[src/rtl/ckt_pkg.sv]
package ckt_pkg;

  localparam int HB_SEL_W  = 4;
  localparam int PB_SEL_W  = 3;
  localparam int ADC_SEL_W = 2;
  localparam int HB_CW     = 9;  // holds divide-1 up to 511
  localparam int PB_CW     = 4;  // holds divide-1 up to 15
  localparam int ADC_CW    = 3;  // holds divide-1 up to 7

  // main bus: top bit clear -> /1, else powers of two skipping 32
  function automatic logic [HB_CW-1:0] hb_div_m1(input logic [HB_SEL_W-1:0] s);
    int sh;
    logic [HB_CW:0] p;
    if (!s[HB_SEL_W-1]) return '0;
    sh = s[2] ? int'(s[1:0]) + 6 : int'(s[1:0]) + 1;
    p  = (HB_CW+1)'(1) << sh;
    return HB_CW'(p - 1'b1);
  endfunction

  // peripheral bus: top bit clear -> /1, else 2,4,8,16
  function automatic logic [PB_CW-1:0] pb_div_m1(input logic [PB_SEL_W-1:0] s);
    logic [PB_CW:0] p;
    if (!s[PB_SEL_W-1]) return '0;
    p = (PB_CW+1)'(1) << (int'(s[1:0]) + 1);
    return PB_CW'(p - 1'b1);
  endfunction

  // ADC: 2*(s+1), minus one
  function automatic logic [ADC_CW-1:0] adc_div_m1(input logic [ADC_SEL_W-1:0] s);
    return ADC_CW'({s, 1'b1});
  endfunction

endpackage

[src/rtl/ckt_div.sv]
module ckt_div #(
  parameter int CW = 4
) (
  input  logic          clk,
  input  logic          rst,
  input  logic          in_tick,
  input  logic [CW-1:0] div_m1,
  output logic          tick
);

  logic [CW-1:0] cnt;
  logic [CW-1:0] cur;
  logic          at_end;

  assign at_end = (cnt == cur);
  assign tick   = in_tick & at_end;

  always_ff @(posedge clk) begin
    if (rst) begin
      cnt <= '0;
      cur <= div_m1;
    end else if (in_tick) begin
      if (at_end) begin
        cnt <= '0;
        cur <= div_m1;  // new setting only at a period boundary
      end else begin
        cnt <= cnt + 1'b1;
      end
    end
  end

  AST_DIV_CNT_BOUND: assert property (@(posedge clk) disable iff (rst) cnt <= cur)
    else $error("divider count passed its limit");

endmodule

[src/rtl/ckt_bus_pre.sv]
module ckt_bus_pre
  import ckt_pkg::*;
(
  input  logic                clk,
  input  logic                rst,
  input  logic                in_tick,
  input  logic [PB_SEL_W-1:0] sel,
  output logic                bus_tick,
  output logic                tim_tick
);

  logic [PB_CW-1:0] cnt;
  logic [PB_CW-1:0] cur;
  logic             at_end;
  logic             at_mid;

  assign at_end   = (cnt == cur);
  assign at_mid   = (cnt == (cur >> 1));
  assign bus_tick = in_tick & at_end;
  // undivided bus: mid and end coincide, so the timer runs at bus rate
  assign tim_tick = in_tick & (at_end | at_mid);

  always_ff @(posedge clk) begin
    if (rst) begin
      cnt <= '0;
      cur <= pb_div_m1(sel);
    end else if (in_tick) begin
      if (at_end) begin
        cnt <= '0;
        cur <= pb_div_m1(sel);
      end else begin
        cnt <= cnt + 1'b1;
      end
    end
  end

  AST_TIM_HAS_BUS: assert property (@(posedge clk) disable iff (rst) bus_tick |-> tim_tick)
    else $error("bus pulse without timer pulse");
  AST_BUS_CNT_BOUND: assert property (@(posedge clk) disable iff (rst) cnt <= cur)
    else $error("bus count passed its limit");

endmodule

[src/rtl/ckt_gate_bank.sv]
module ckt_gate_bank #(
  parameter int           N       = 4,
  parameter logic [N-1:0] RST_VAL = '0
) (
  input  logic         clk,
  input  logic         rst,
  input  logic         tick,
  input  logic [N-1:0] gate_in,
  output logic [N-1:0] en
);

  for (genvar i = 0; i < N; i++) begin : g_bit
    logic q_b;
    logic en_b;

    always_ff @(posedge clk) begin
      if (rst) begin
        q_b  <= RST_VAL[i];
        en_b <= 1'b0;
      end else begin
        en_b <= tick & q_b;
        if (tick) q_b <= gate_in[i];
      end
    end

    assign en[i] = en_b;

    AST_GATE_QUIET: assert property (@(posedge clk) disable iff (rst) !tick |=> !en_b)
      else $error("gated strobe without bus strobe");
    AST_GATE_RST_VAL: assert property (@(posedge clk) disable iff (rst) $past(rst) |-> q_b == RST_VAL[i])
      else $error("gate reset value wrong");
  end

endmodule

[src/rtl/clk_strobe_tree.sv]
module clk_strobe_tree
  import ckt_pkg::*;
#(
  parameter int N_HB     = 4,
  parameter int N_P1     = 8,
  parameter int N_P2     = 6,
  parameter int MEM_IDX  = 0,
  parameter int TICK_DIV = 8
) (
  input  logic                 clk,
  input  logic                 rst,
  input  logic [HB_SEL_W-1:0]  hb_sel,
  input  logic [PB_SEL_W-1:0]  p1_sel,
  input  logic [PB_SEL_W-1:0]  p2_sel,
  input  logic [ADC_SEL_W-1:0] adc_sel,
  input  logic [N_HB-1:0]      hb_gate,
  input  logic [N_P1-1:0]      p1_gate,
  input  logic [N_P2-1:0]      p2_gate,
  output logic                 hb_ce,
  output logic                 tick_ce,
  output logic                 p1_ce,
  output logic                 p2_ce,
  output logic                 t1_ce,
  output logic                 t2_ce,
  output logic                 adc_ce,
  output logic [N_HB-1:0]      hb_en,
  output logic [N_P1-1:0]      p1_en,
  output logic [N_P2-1:0]      p2_en
);

  localparam int             TICK_CW     = (TICK_DIV > 1) ? $clog2(TICK_DIV) : 1;
  localparam logic [N_HB-1:0] HB_GATE_RST = N_HB'(1) << MEM_IDX;

  logic hb_t, st_t, p1_t, p2_t, t1_t, t2_t, adc_t;

  ckt_div #(.CW(HB_CW)) u_hb_div (
    .clk(clk), .rst(rst), .in_tick(1'b1),
    .div_m1(hb_div_m1(hb_sel)), .tick(hb_t)
  );

  ckt_div #(.CW(TICK_CW)) u_tick_div (
    .clk(clk), .rst(rst), .in_tick(hb_t),
    .div_m1(TICK_CW'(TICK_DIV - 1)), .tick(st_t)
  );

  ckt_bus_pre u_p1_pre (
    .clk(clk), .rst(rst), .in_tick(hb_t), .sel(p1_sel),
    .bus_tick(p1_t), .tim_tick(t1_t)
  );

  ckt_bus_pre u_p2_pre (
    .clk(clk), .rst(rst), .in_tick(hb_t), .sel(p2_sel),
    .bus_tick(p2_t), .tim_tick(t2_t)
  );

  ckt_div #(.CW(ADC_CW)) u_adc_div (
    .clk(clk), .rst(rst), .in_tick(p2_t),
    .div_m1(adc_div_m1(adc_sel)), .tick(adc_t)
  );

  ckt_gate_bank #(.N(N_HB), .RST_VAL(HB_GATE_RST)) u_hb_gates (
    .clk(clk), .rst(rst), .tick(hb_t), .gate_in(hb_gate), .en(hb_en)
  );

  ckt_gate_bank #(.N(N_P1), .RST_VAL('0)) u_p1_gates (
    .clk(clk), .rst(rst), .tick(p1_t), .gate_in(p1_gate), .en(p1_en)
  );

  ckt_gate_bank #(.N(N_P2), .RST_VAL('0)) u_p2_gates (
    .clk(clk), .rst(rst), .tick(p2_t), .gate_in(p2_gate), .en(p2_en)
  );

  // one register stage for every strobe keeps all domains aligned
  always_ff @(posedge clk) begin
    if (rst) begin
      hb_ce   <= 1'b0;
      tick_ce <= 1'b0;
      p1_ce   <= 1'b0;
      p2_ce   <= 1'b0;
      t1_ce   <= 1'b0;
      t2_ce   <= 1'b0;
      adc_ce  <= 1'b0;
    end else begin
      hb_ce   <= hb_t;
      tick_ce <= st_t;
      p1_ce   <= p1_t;
      p2_ce   <= p2_t;
      t1_ce   <= t1_t;
      t2_ce   <= t2_t;
      adc_ce  <= adc_t;
    end
  end

  AST_TICK_ON_HB: assert property (@(posedge clk) disable iff (rst) tick_ce |-> hb_ce)
    else $error("tick strobe off main bus");
  AST_BUS_ON_HB: assert property (@(posedge clk) disable iff (rst) (p1_ce | p2_ce) |-> hb_ce)
    else $error("bus strobe off main bus");
  AST_TIM_ON_HB: assert property (@(posedge clk) disable iff (rst) (t1_ce | t2_ce) |-> hb_ce)
    else $error("timer strobe off main bus");
  AST_ADC_ON_P2: assert property (@(posedge clk) disable iff (rst) adc_ce |-> p2_ce)
    else $error("ADC strobe off bus 2");

endmodule

[config.mk]
export PLATFORM = sky130hd
export DESIGN_NAME = clk_strobe_tree
export DESIGN_NICKNAME = d
export VERILOG_FILES = /design/src/rtl/ckt_pkg.sv /design/src/rtl/ckt_div.sv /design/src/rtl/ckt_bus_pre.sv /design/src/rtl/ckt_gate_bank.sv /design/src/rtl/clk_strobe_tree.sv
export SDC_FILE = /design/constraint.sdc
export NUM_CORES = 1
export LEC_CHECK = 0
export ABC_CLOCK_PERIOD_IN_PS = 5700
export CAP_MARGIN = 30
export CORE_MARGIN = 2
export CORE_UTILIZATION = 25
export CTS_CLUSTER_SIZE = 40
export DETAILED_ROUTE_END_ITERATION = 7
export PLACE_DENSITY = 0.48
export SETUP_SLACK_MARGIN = 0.15
export SLEW_MARGIN = 20
export SYNTH_ARGS = -nofsm -noshare
export SYNTH_HDL_FRONTEND = slang
export SYNTH_HIERARCHICAL = 1
export SYNTH_SLANG_ARGS = --single-unit
[constraint.sdc]
create_clock -name clk -period 5.7 [get_ports clk]
set_input_delay 1.14 -clock clk [delete_from_list [all_inputs] [get_ports clk]]
set_output_delay 1.14 -clock clk [all_outputs]
set_load 0.05 [all_outputs]
==> results of run 1 <==
[metal layers]
metal	routed length (um)	share of wire, %
met5	0	0
met4	116	1.7
met3	311	4.5
met2	3153	45
met1	3384	49
[sequential cells by signal, indices dropped and copies added, names as in the netlist, 4 cells and up]
signal	flops
u_hb_div/cnt	9
u_hb_div/cur	9
u_p1_gates/g_bit.en_b	8
u_p1_gates/g_bit.q_b	8
u_p2_gates/g_bit.en_b	6
u_p2_gates/g_bit.q_b	6
u_hb_gates/g_bit.en_b	4
u_hb_gates/g_bit.q_b	4
u_p1_pre/cnt	4
u_p1_pre/cur	4
u_p2_pre/cnt	4
u_p2_pre/cur	4
[worst max-delay path, delay by kind of cell, from the launching register on]
family                 cells  cell delay, ns
buffers and inverters      2            0.64
multiplexers               1            0.19
flip-flops                 1            0.41
XOR/XNOR                   1            0.16
AND/OR/NAND/NOR            5            1.50
[cell usage after synthesis, types with 5 or more instances]
master	number
xor2_1	24
edfxtp_1	23
buf_2	5
nor4_1	6
a21o_1	6
nand3b_1	8
nand4_1	5
a211oi_1	7
and2_1	26
ha_1	8
o22ai_1	5
nand2b_1	5
buf_4	18
nand2_1	15
mux2i_1	21
nor2_1	31
nor3_1	9
xnor2_1	20
nor2b_1	10
dfxtp_1	66
[layout make-up]
type                       count  area share, %
clock inverter                 5         0.7962
tap                          216          5.374
timing repair buffer          60          11.64
sequential                    89          40.01
inverter                       2         0.1493
multi-input combinational    258          36.55
clock buffer                  11          5.474
[stage by stage]
step / hold WS (ns) / cells
after CTS: 0.4565 / 641
after global placement: 0.4346 / 624
final: 0.4498 / 641
after global routing: 0.4765 / 641
after floorplan: 0.4214 / 378
after detailed placement: 0.4397 / 625
[how the worst min path moves through the flow]
stage	startpoint	endpoint	slack, ns
after detailed placement	u_p1_gates/g_bit[7].q_b	u_p1_gates/g_bit[7].en_b	0.44
final	u_p2_gates/g_bit[2].q_b	u_p2_gates/g_bit[2].en_b	0.45
after global routing	u_p1_gates/g_bit[7].q_b	u_p1_gates/g_bit[7].en_b	0.48
after floorplan	u_hb_gates/g_bit[0].q_b	u_hb_gates/g_bit[0].en_b	0.42
after CTS	u_p1_gates/g_bit[7].q_b	u_p1_gates/g_bit[7].en_b	0.46
after global placement	u_p2_gates/g_bit[1].q_b	u_p2_gates/g_bit[1].en_b	0.43
[layout by cell type (no fill, tap or decap), types with 3 or more instances in the layout]
cell             count
xor2_1              24
clkbuf_16           11
buf_4                4
nor3_2               4
clkdlybuf4s50_1     55
o22ai_1              5
mux2i_1             21
dfxtp_1             66
a211oi_1             7
nand3b_1             8
conb_1              10
nand3_1              4
nor2b_4              3
and2_1              26
edfxtp_1            23
o21a_1               3
a21o_1               6
nor4_1               6
nand2_1             15
and3_1               3
xnor2_1             20
ha_1                 8
nor2_1              31
nor3_1               8
nor2b_1             10
nand2b_1             5
nand4_1              5
[logic make-up (layout without fill, tap and decap cells)]
group / count (synthesis) / in the layout / share of synthesized area (%)
flops: 89 / 89 / 49.91
other cells: 1 / 10 / 0.09302
mux: 21 / 21 / 5.214
fa+ha+maj: 8 / 8 / 2.483
simple gates: 144 / 144 / 21.38
buf+inv: 31 / 78 / 5.462
xor+xnor: 44 / 44 / 9.559
compound gates: 31 / 31 / 5.897
[power by group]
part           switching [uW]  total [uW]  internal, uW
clock network             247         600           353
registers                10.1         675           664
logic                    43.4        86.5          43.1
==> flow_metrics.py, run 1 <==
metrics = {
    "floorplan": {
        "die_h_um": 131.0,
        "die_w_um": 131.0,
        "initial_core_util_pct": 25.47,
        "die-area_um2": 17160,
        "rows": 46,
        "num_io_pins": 57,
        "core-area_um2": 15830,
    },
    "timing": {
        "slew_headroom_pct": 46.60,
        "post-route-period-util_pct": 53.37,
        "worst-slew-pin-transition_ns": 0.8010,
        "finalSetupTns_ns": 0,
        "fmaxAchievable_ghz": 0.3287,
        "clock_skew_ns": 0.006588,
        "rsz0062_at_grt": "no",
        "slew_viol_final": 0,
        "finalHoldViolCount": 0,
        "fin_crit_ns": 3.042,
        "setup_viol": 0,
        "layout_setup_ws_ns": 2.658,
    },
    "final_layout": {
        "post-route-util_pct": 31.77,
        "area_growth_pct": 24.74,
        "drive_above_1_share_pct": 8.471,
        "fin_area_um2": 5029,
        "fill_cells": 1608,
        "seq_area_um2": 2012,
        "multi_input_area_um2": 1838,
        "n_antenna_cell": 0,
        "fin_nets": 460,
    },
    "place": {
        "placedInstanceArea_um2": 4713,
        "portBuffers": 56,
        "dp_hpwl_mm": 4.846,
        "place_ws_ns": 2.295,
        "gp_congestion": 0.7443,
    },
    "status": {
        "status": "completed",
    },
    "drt": {
        "wirelength_mm": 6.966,
        "vias": 2598,
        "drtIter0Drc": 113,
        "first_pass_iters": 4,
        "route.detailed.drc": 0,
        "postRouteAntennaNets": 0,
        "viasPerCell": 4.053,
        "wl_per_cell_um": 10.87,
    },
    "worst_hold_path": {
        "min_path_cells": 1,
        "hold_path_class": "flop to flop",
    },
    "global_route": {
        "busiest_layer": "met2",
        "grt_max_degree": 54,
        "antenna_found_initial": 0,
        "grt_pass1_vias": 2407,
        "track_usage_pct": 8.493,
        "grt_pass1_wl_mm": 11.46,
        "grt-ovfl-total": 0,
        "met3_usage_pct": 2.647,
        "globalRouteMet2Util_pct": 13.38,
        "use_met1_pct": 10.58,
    },
    "logic_synthesis": {
        "ys.flop_type": "dfxtp_1",
        "ys_seq_elements": 89,
        "syn_avg_cell_area_um2": 10.93,
        "async_flop_share_pct": 0,
        "synth_edf_count": 23,
        "yosysTopAreaCellShare_pct": 32.77,
        "synth_cell_types": 46,
        "yosysTopAreaCell": "dfxtp_1",
        "ys_warn_count": 6,
        "synth_top_cells_by_area": "dfxtp_1 33%, edfxtp_1 17%, mux2i_1 5.2%, xor2_1 5.2%, xnor2_1 4.3%",
        "synth_cells": 369,
        "seq_area_frac_synth_pct": 49.91,
        "synth_area_um2": 4031,
    },
    "pwr": {
        "p_total_uw": 1361,
        "max-vdd-ir-drop_mv": 0.1176,
        "power.leakage_uw": 0.001799,
        "powerDensity_nw_per_um2": 270.7,
    },
    "clocking": {
        "cts_sinks": 89,
        "cts_buffers": 9,
        "cts_setup_buffers": 0,
        "clk_root_buffer_cell": "clkbuf_16",
        "clkLatencyLatePin_ns": 0.33,
        "htreeDepth": 3,
        "cts_tree": "yes",
        "cts_buffer_depth": 2,
        "clk_pin_slew_worst_paths_ns": 0.07,
        "post_cts_resized": 0,
        "cts_hold_buf": 0,
    },
    "setup_path": {
        "required_ns": 5.90,
        "r2r-end": "u_p1_gates/g_bit[1].q_b",
        "critPathArrivalTime_ns": 3.25,
        "critPathCapture": "u_p1_gates/g_bit[1].q_b",
        "cp_max_fo": 35,
        "rr_worst_depth": 9,
        "startpoint": "u_hb_div/cnt[0]",
        "slowest_delay_ns": 0.54,
        "startpoint_type": "flop",
        "worstSetupEndpointType": "flop",
        "r2r-start": "u_hb_div/cnt[0]",
        "crit_chain": "xnor2_1, nand4_1, nor3_2, buf_4, or4b_1, nor2_1, buf_4, mux2i_1, nor2_1",
        "criticalPathCategory": "flop to flop",
        "cpMaxStageDelayCell": "nor2_1",
        "reg2reg_slack_ns": 2.66,
    },
    "flow_run": {
        "maxCapViolCount": 0,
    },
}
Note: power is estimated with default switching activity, not from simulation.
==> run 2, diff against run 1 <==
Settings changed: ABC_CLOCK_PERIOD_IN_PS 5700 to 2500, PLACE_DENSITY 0.48 to 0.49.
Clock period 5.7 ns to 2.5 ns, I/O delays scaled along.
==> flow_metrics.py, run 2 (synthesis gave the netlist of run 1 again) <==
metrics = {
    "status": {
        "status": "completed",
    },
    "timing": {
        "post-route-period-util_pct": 89.76,
        "timing.hold.ws_ns": 0.4538,
        "fin_crit_ns": 2.244,
        "worst-slew-pin-transition_ns": 0.6496,
        "clock_skew_ns": 0.007548,
        "finalHoldViolCount": 0,
        "slew_headroom_pct": 56.69,
        "setup_viol": 0,
        "fmaxAchievable_ghz": 0.4456,
        "slew_viol_final": 0,
        "rsz0062_at_grt": "yes",
        "finalSetupTns_ns": 0,
    },
    "global_route": {
        "grt_pass1_wl_mm": 11.67,
        "antenna_found_initial": 0,
        "grt-ovfl-total": 0,
        "track_usage_pct": 8.546,
        "grt_pass1_vias": 2605,
        "grt_max_degree": 27,
    },
    "clocking": {
        "cts_buffers": 9,
        "clkLatencyLatePin_ns": 0.34,
        "clk_pin_slew_worst_paths_ns": 0.07,
        "cts_sinks": 89,
        "clk_root_buffer_cell": "clkbuf_16",
        "cts_buffer_depth": 2,
        "htreeDepth": 3,
        "cts_hold_buf": 0,
        "cts_tree": "yes",
    },
    "setup_path": {
        "rr_worst_depth": 8,
        "crit_chain": "xnor2_1, nand4_1, nor3_4, or4b_1, nor2_1, buf_6, nor2b_4, and2_1",
        "startpoint_type": "flop",
        "critPathArrivalTime_ns": 2.53,
        "r2r-end": "u_p1_gates/g_bit[0].en_b",
        "cpMaxStageDelayCell": "or4b_1",
        "worstSetupEndpointType": "flop",
        "r2r-start": "u_hb_div/cur[3]",
        "cp_max_fo": 10,
        "criticalPathCategory": "flop to flop",
        "slowest_delay_ns": 0.51,
        "required_ns": 2.78,
        "reg2reg_slack_ns": 0.26,
    },
    "place": {
        "portBuffers": 56,
        "gp_congestion": 0.7789,
        "dp_hpwl_mm": 5.210,
        "post-place-cells": 637,
        "placedInstanceArea_um2": 4821,
    },
    "drt": {
        "viasPerCell": 4.091,
        "postRouteAntennaNets": 0,
        "wirelength_mm": 7.283,
        "met2_length_mm": 3.373,
        "top_layer": "met4",
        "met3_length_um": 340,
        "route.detailed.drc": 0,
        "first_pass_iters": 4,
        "vias": 2692,
        "drtIter0Drc": 74,
        "wl_per_cell_um": 11.07,
        "wl_met1_mm": 3.408,
    },
    "final_layout": {
        "fin_cells": 658,
        "drive_above_1_share_pct": 12.90,
        "final_common_cell": "dfxtp_1",
        "area_growth_pct": 28.43,
        "top_regs": "u_hb_div/cnt (9), u_hb_div/cur (9)",
        "multi_input_area_um2": 1862,
        "fin_nets": 477,
        "seq_area_um2": 2014,
        "layout_common_cells": "64 x dfxtp_1, 55 x clkdlybuf4s50_1, 30 x nor2_1, 26 x and2_1, 24 x xor2_1",
        "n_antenna_cell": 0,
        "fill_cells": 1601,
        "fin_area_um2": 5177,
    },
    "floorplan": {
        "initial_core_util_pct": 25.47,
        "num_io_pins": 57,
        "die-area_um2": 17160,
        "die_h_um": 131.0,
        "core-area_um2": 15830,
        "die_w_um": 131.0,
        "rows": 46,
    },
    "worst_hold_path": {
        "min_path_cells": 1,
        "whs_endpoint": "u_p1_gates/g_bit[4].en_b",
        "hold_path_class": "flop to flop",
        "min_from": "u_p1_gates/g_bit[4].q_b",
    },
    "flow_run": {
        "maxCapViolCount": 0,
    },
    "pwr": {
        "max-vdd-ir-drop_mv": 0.2769,
        "power.leakage_uw": 0.001896,
        "powerDensity_nw_per_um2": 608.3,
        "p_total_uw": 3150,
    },
}
-- run 2: changes by cell type in the layout (fill, tap and decap cells not counted), moves of 2 or more --
cell and delta:
buf_6 +2, dfxtp_1 -2, clkbuf_16 -2, dfxtp_2 +2, buf_4 +14
-- run 2: final cells by class --
class | instances | area share [%]
clock buffer | 10 | 4.616
multi-input combinational | 259 | 35.96
tap | 216 | 5.220
inverter | 2 | 0.1450
clock inverter | 6 | 1.377
sequential | 89 | 38.91
timing repair buffer | 76 | 13.77
-- run 2: where the power goes --
group          switching [uW]  internal, uW  total [uW]
Sequential               22.9          1510        1540
Combinational             106           110         216
Clock                     581           815        1400
-- run 2: repair_timing --
action                     in CTS  in global routing
gates resized for setup         2                  3
hold endpoints to repair        0                  0
gates cloned                    0                  2
setup endpoints to repair      30                 33
pin swaps                       4                  2
buffers inserted                3                  0
-- run 2: metrics by stage --
step	setup slack [ns]	utilization, %
6_report	0.2560	32.71
4_1_cts	0.1569	32.59
3_5_place_dp	0.0009175	30.46
3_3_place_gp	0.06582	30.46
5_1_grt	0.08576	32.71
2_1_floorplan	0.06909	-
-- run 2: worst max-delay path, delay by kind of cell (launching register included) --
family | cells | cell delay [ns]
and+or+nand+nor | 6 | 1.42
DFF | 1 | 0.41
buffers and inverters | 1 | 0.18
xor gates and xnor gates | 1 | 0.17
-- run 2: worst max-delay path by stage --
stage,startpoint,endpoint,slack [ns]
after floorplan,u_hb_div/cur[8],u_adc_div/cnt[0],0.07
final,u_hb_div/cur[3],u_p1_gates/g_bit[0].en_b,0.26
after global routing,u_hb_div/cur[7],u_adc_div/cnt[2],0.09
after detailed placement,hb_sel[1],u_hb_div/cur[6],0.0009
after CTS,u_hb_div/cnt[2],u_p1_gates/g_bit[0].en_b,0.16
after global placement,hb_sel[0],u_hb_div/cur[4],0.07
-- run 2: metal layers --
layer / vias up / global-route usage (%)
met5: - / 0
met1: 1239 / 10.08
li1: 1392 / -
met4: 0 / 5.131
met2: 48 / 14.20
met3: 13 / 1.914
==> run 3, diff against run 2 <==
Settings changed: CORE_ASPECT_RATIO set to 0.6.
==> flow_metrics.py, run 3 (synthesis gave the netlist of run 1 again) <==
metrics = {
    "global_route": {
        "grt-ovfl-total": 0,
        "grt_pass1_wl_mm": 13.07,
        "track_usage_pct": 9.571,
        "antenna_found_initial": 0,
        "grt_pass1_vias": 2735,
        "grt_max_degree": 38,
    },
    "final_layout": {
        "layout_common_cells": "66 x dfxtp_1, 55 x clkdlybuf4s50_1, 29 x nor2_1, 26 x and2_1, 24 x xor2_1",
        "fill_cells": 1544,
        "seq_area_um2": 2012,
        "fin_cells": 648,
        "n_antenna_cell": 0,
        "fin_nets": 480,
        "final_common_cell": "dfxtp_1",
        "area_growth_pct": 28.93,
        "top_regs": "u_hb_div/cnt (9), u_hb_div/cur (9)",
        "post-route-util_pct": 33.43,
        "drive_above_1_share_pct": 13.71,
        "multi_input_area_um2": 1898,
        "fin_area_um2": 5197,
    },
    "clocking": {
        "clk_pin_slew_worst_paths_ns": 0.06,
        "cts_tree": "yes",
        "cts_buffers": 9,
        "htreeDepth": 3,
        "cts_sinks": 89,
        "cts_hold_buf": 0,
        "cts_buffer_depth": 2,
        "clk_root_buffer_cell": "clkbuf_16",
        "clkLatencyLatePin_ns": 0.34,
    },
    "timing": {
        "slew_viol_final": 0,
        "post-route-period-util_pct": 92.76,
        "slew_headroom_pct": 64.93,
        "fin_crit_ns": 2.319,
        "fmaxAchievable_ghz": 0.4312,
        "rsz0062_at_grt": "yes",
        "setup_viol": 0,
        "finalSetupTns_ns": 0,
        "clock_skew_ns": 0.008631,
        "worst-slew-pin-transition_ns": 0.5244,
        "finalHoldViolCount": 0,
    },
    "setup_path": {
        "rr_worst_depth": 7,
        "startpoint_type": "flop",
        "worstSetupEndpointType": "flop",
        "critPathArrivalTime_ns": 2.58,
        "criticalPathCategory": "flop to flop",
        "cpMaxStageDelayCell": "or4b_4",
        "crit_chain": "xnor2_1, nand4_1, nor3_4, or4b_4, nor2_4, or3b_1, o22ai_1",
        "slowest_delay_ns": 0.55,
        "cp_max_fo": 5,
        "required_ns": 2.76,
    },
    "worst_hold_path": {
        "min_path_cells": 1,
        "hold_path_class": "flop to flop",
    },
    "place": {
        "portBuffers": 56,
        "placedInstanceArea_um2": 4847,
        "post-place-cells": 628,
        "gp_congestion": 0.7360,
        "dp_hpwl_mm": 5.638,
    },
    "pwr": {
        "p_total_uw": 3004,
        "max-vdd-ir-drop_mv": 0.2755,
        "power.leakage_uw": 0.001904,
        "powerDensity_nw_per_um2": 578.0,
    },
    "floorplan": {
        "die-area_um2": 17190,
        "core-area_um2": 15550,
        "num_io_pins": 57,
        "die_h_um": 102.4,
        "initial_core_util_pct": 25.93,
        "die_w_um": 167.9,
        "rows": 35,
    },
    "flow_run": {
        "maxCapViolCount": 0,
    },
    "drt": {
        "postRouteAntennaNets": 0,
        "drtIter0Drc": 81,
        "wirelength_mm": 7.824,
        "viasPerCell": 4.144,
        "wl_per_cell_um": 12.07,
        "route.detailed.drc": 0,
        "vias": 2685,
        "first_pass_iters": 4,
    },
    "status": {
        "status": "completed",
    },
}
run 3: report_power, final:
group | internal, uW | switching [uW] | leakage [uW]
clock | 678 | 559 | 0.000134
combinational | 114 | 114 | 0.00101
sequential | 1520 | 24.5 | 0.000758
run 3: worst max-delay path: cells and delay by family, from the launching register on:
kind	cells	cell delay, ns
compound gates	1	0.11
flops	1	0.38
simple gates	5	1.57
xor+xnor	1	0.18
run 3: layout make-up:
class,instances,share of cell area (%)
multi-input combinational,259,36.52
sequential,89,38.71
clock buffer,10,4.405
timing repair buffer,79,14.54
clock inverter,6,0.7944
tap,203,4.887
inverter,2,0.1444
run 3: repair_timing:
action	in CTS	in global routing
pin swaps	2	2
buffers inserted	2	1
endpoints found under the setup margin	19	29
resized for setup	1	10
hold endpoints to repair	0	0
gates cloned	1	0
run 3: metrics by stage:
| step | setup slack, ns | hold slack, ns |
|---|---|---|
| final | 0.1810 | 0.4506 |
| after detailed placement | -0.02938 | 0.4429 |
| after floorplan | 0.06909 | 0.4214 |
| after global routing | 0.07717 | 0.4792 |
| after global placement | 0.05980 | 0.4362 |
| after CTS | 0.1459 | 0.4540 |
run 3: worst paths after layout:
path                                 from                       end  slack, ns
setup / recovery          u_hb_div/cur[0]          u_adc_div/cnt[0]       0.18
hold / removal    u_hb_gates/g_bit[0].q_b  u_hb_gates/g_bit[0].en_b       0.45
setup reg to reg          u_hb_div/cur[0]          u_adc_div/cnt[0]       0.18
hold reg to reg   u_hb_gates/g_bit[0].q_b  u_hb_gates/g_bit[0].en_b       0.45
run 3: per-layer routing:
layer,up-vias,share of wire (%),global-route usage (%),routed length (um)
met3,12,3.6,2.982,285
met1,1235,51,12.90,4019
met4,0,1.8,3.478,138
met5,-,0,0,0
li1,1396,-,-,-
met2,42,43,14.53,3380
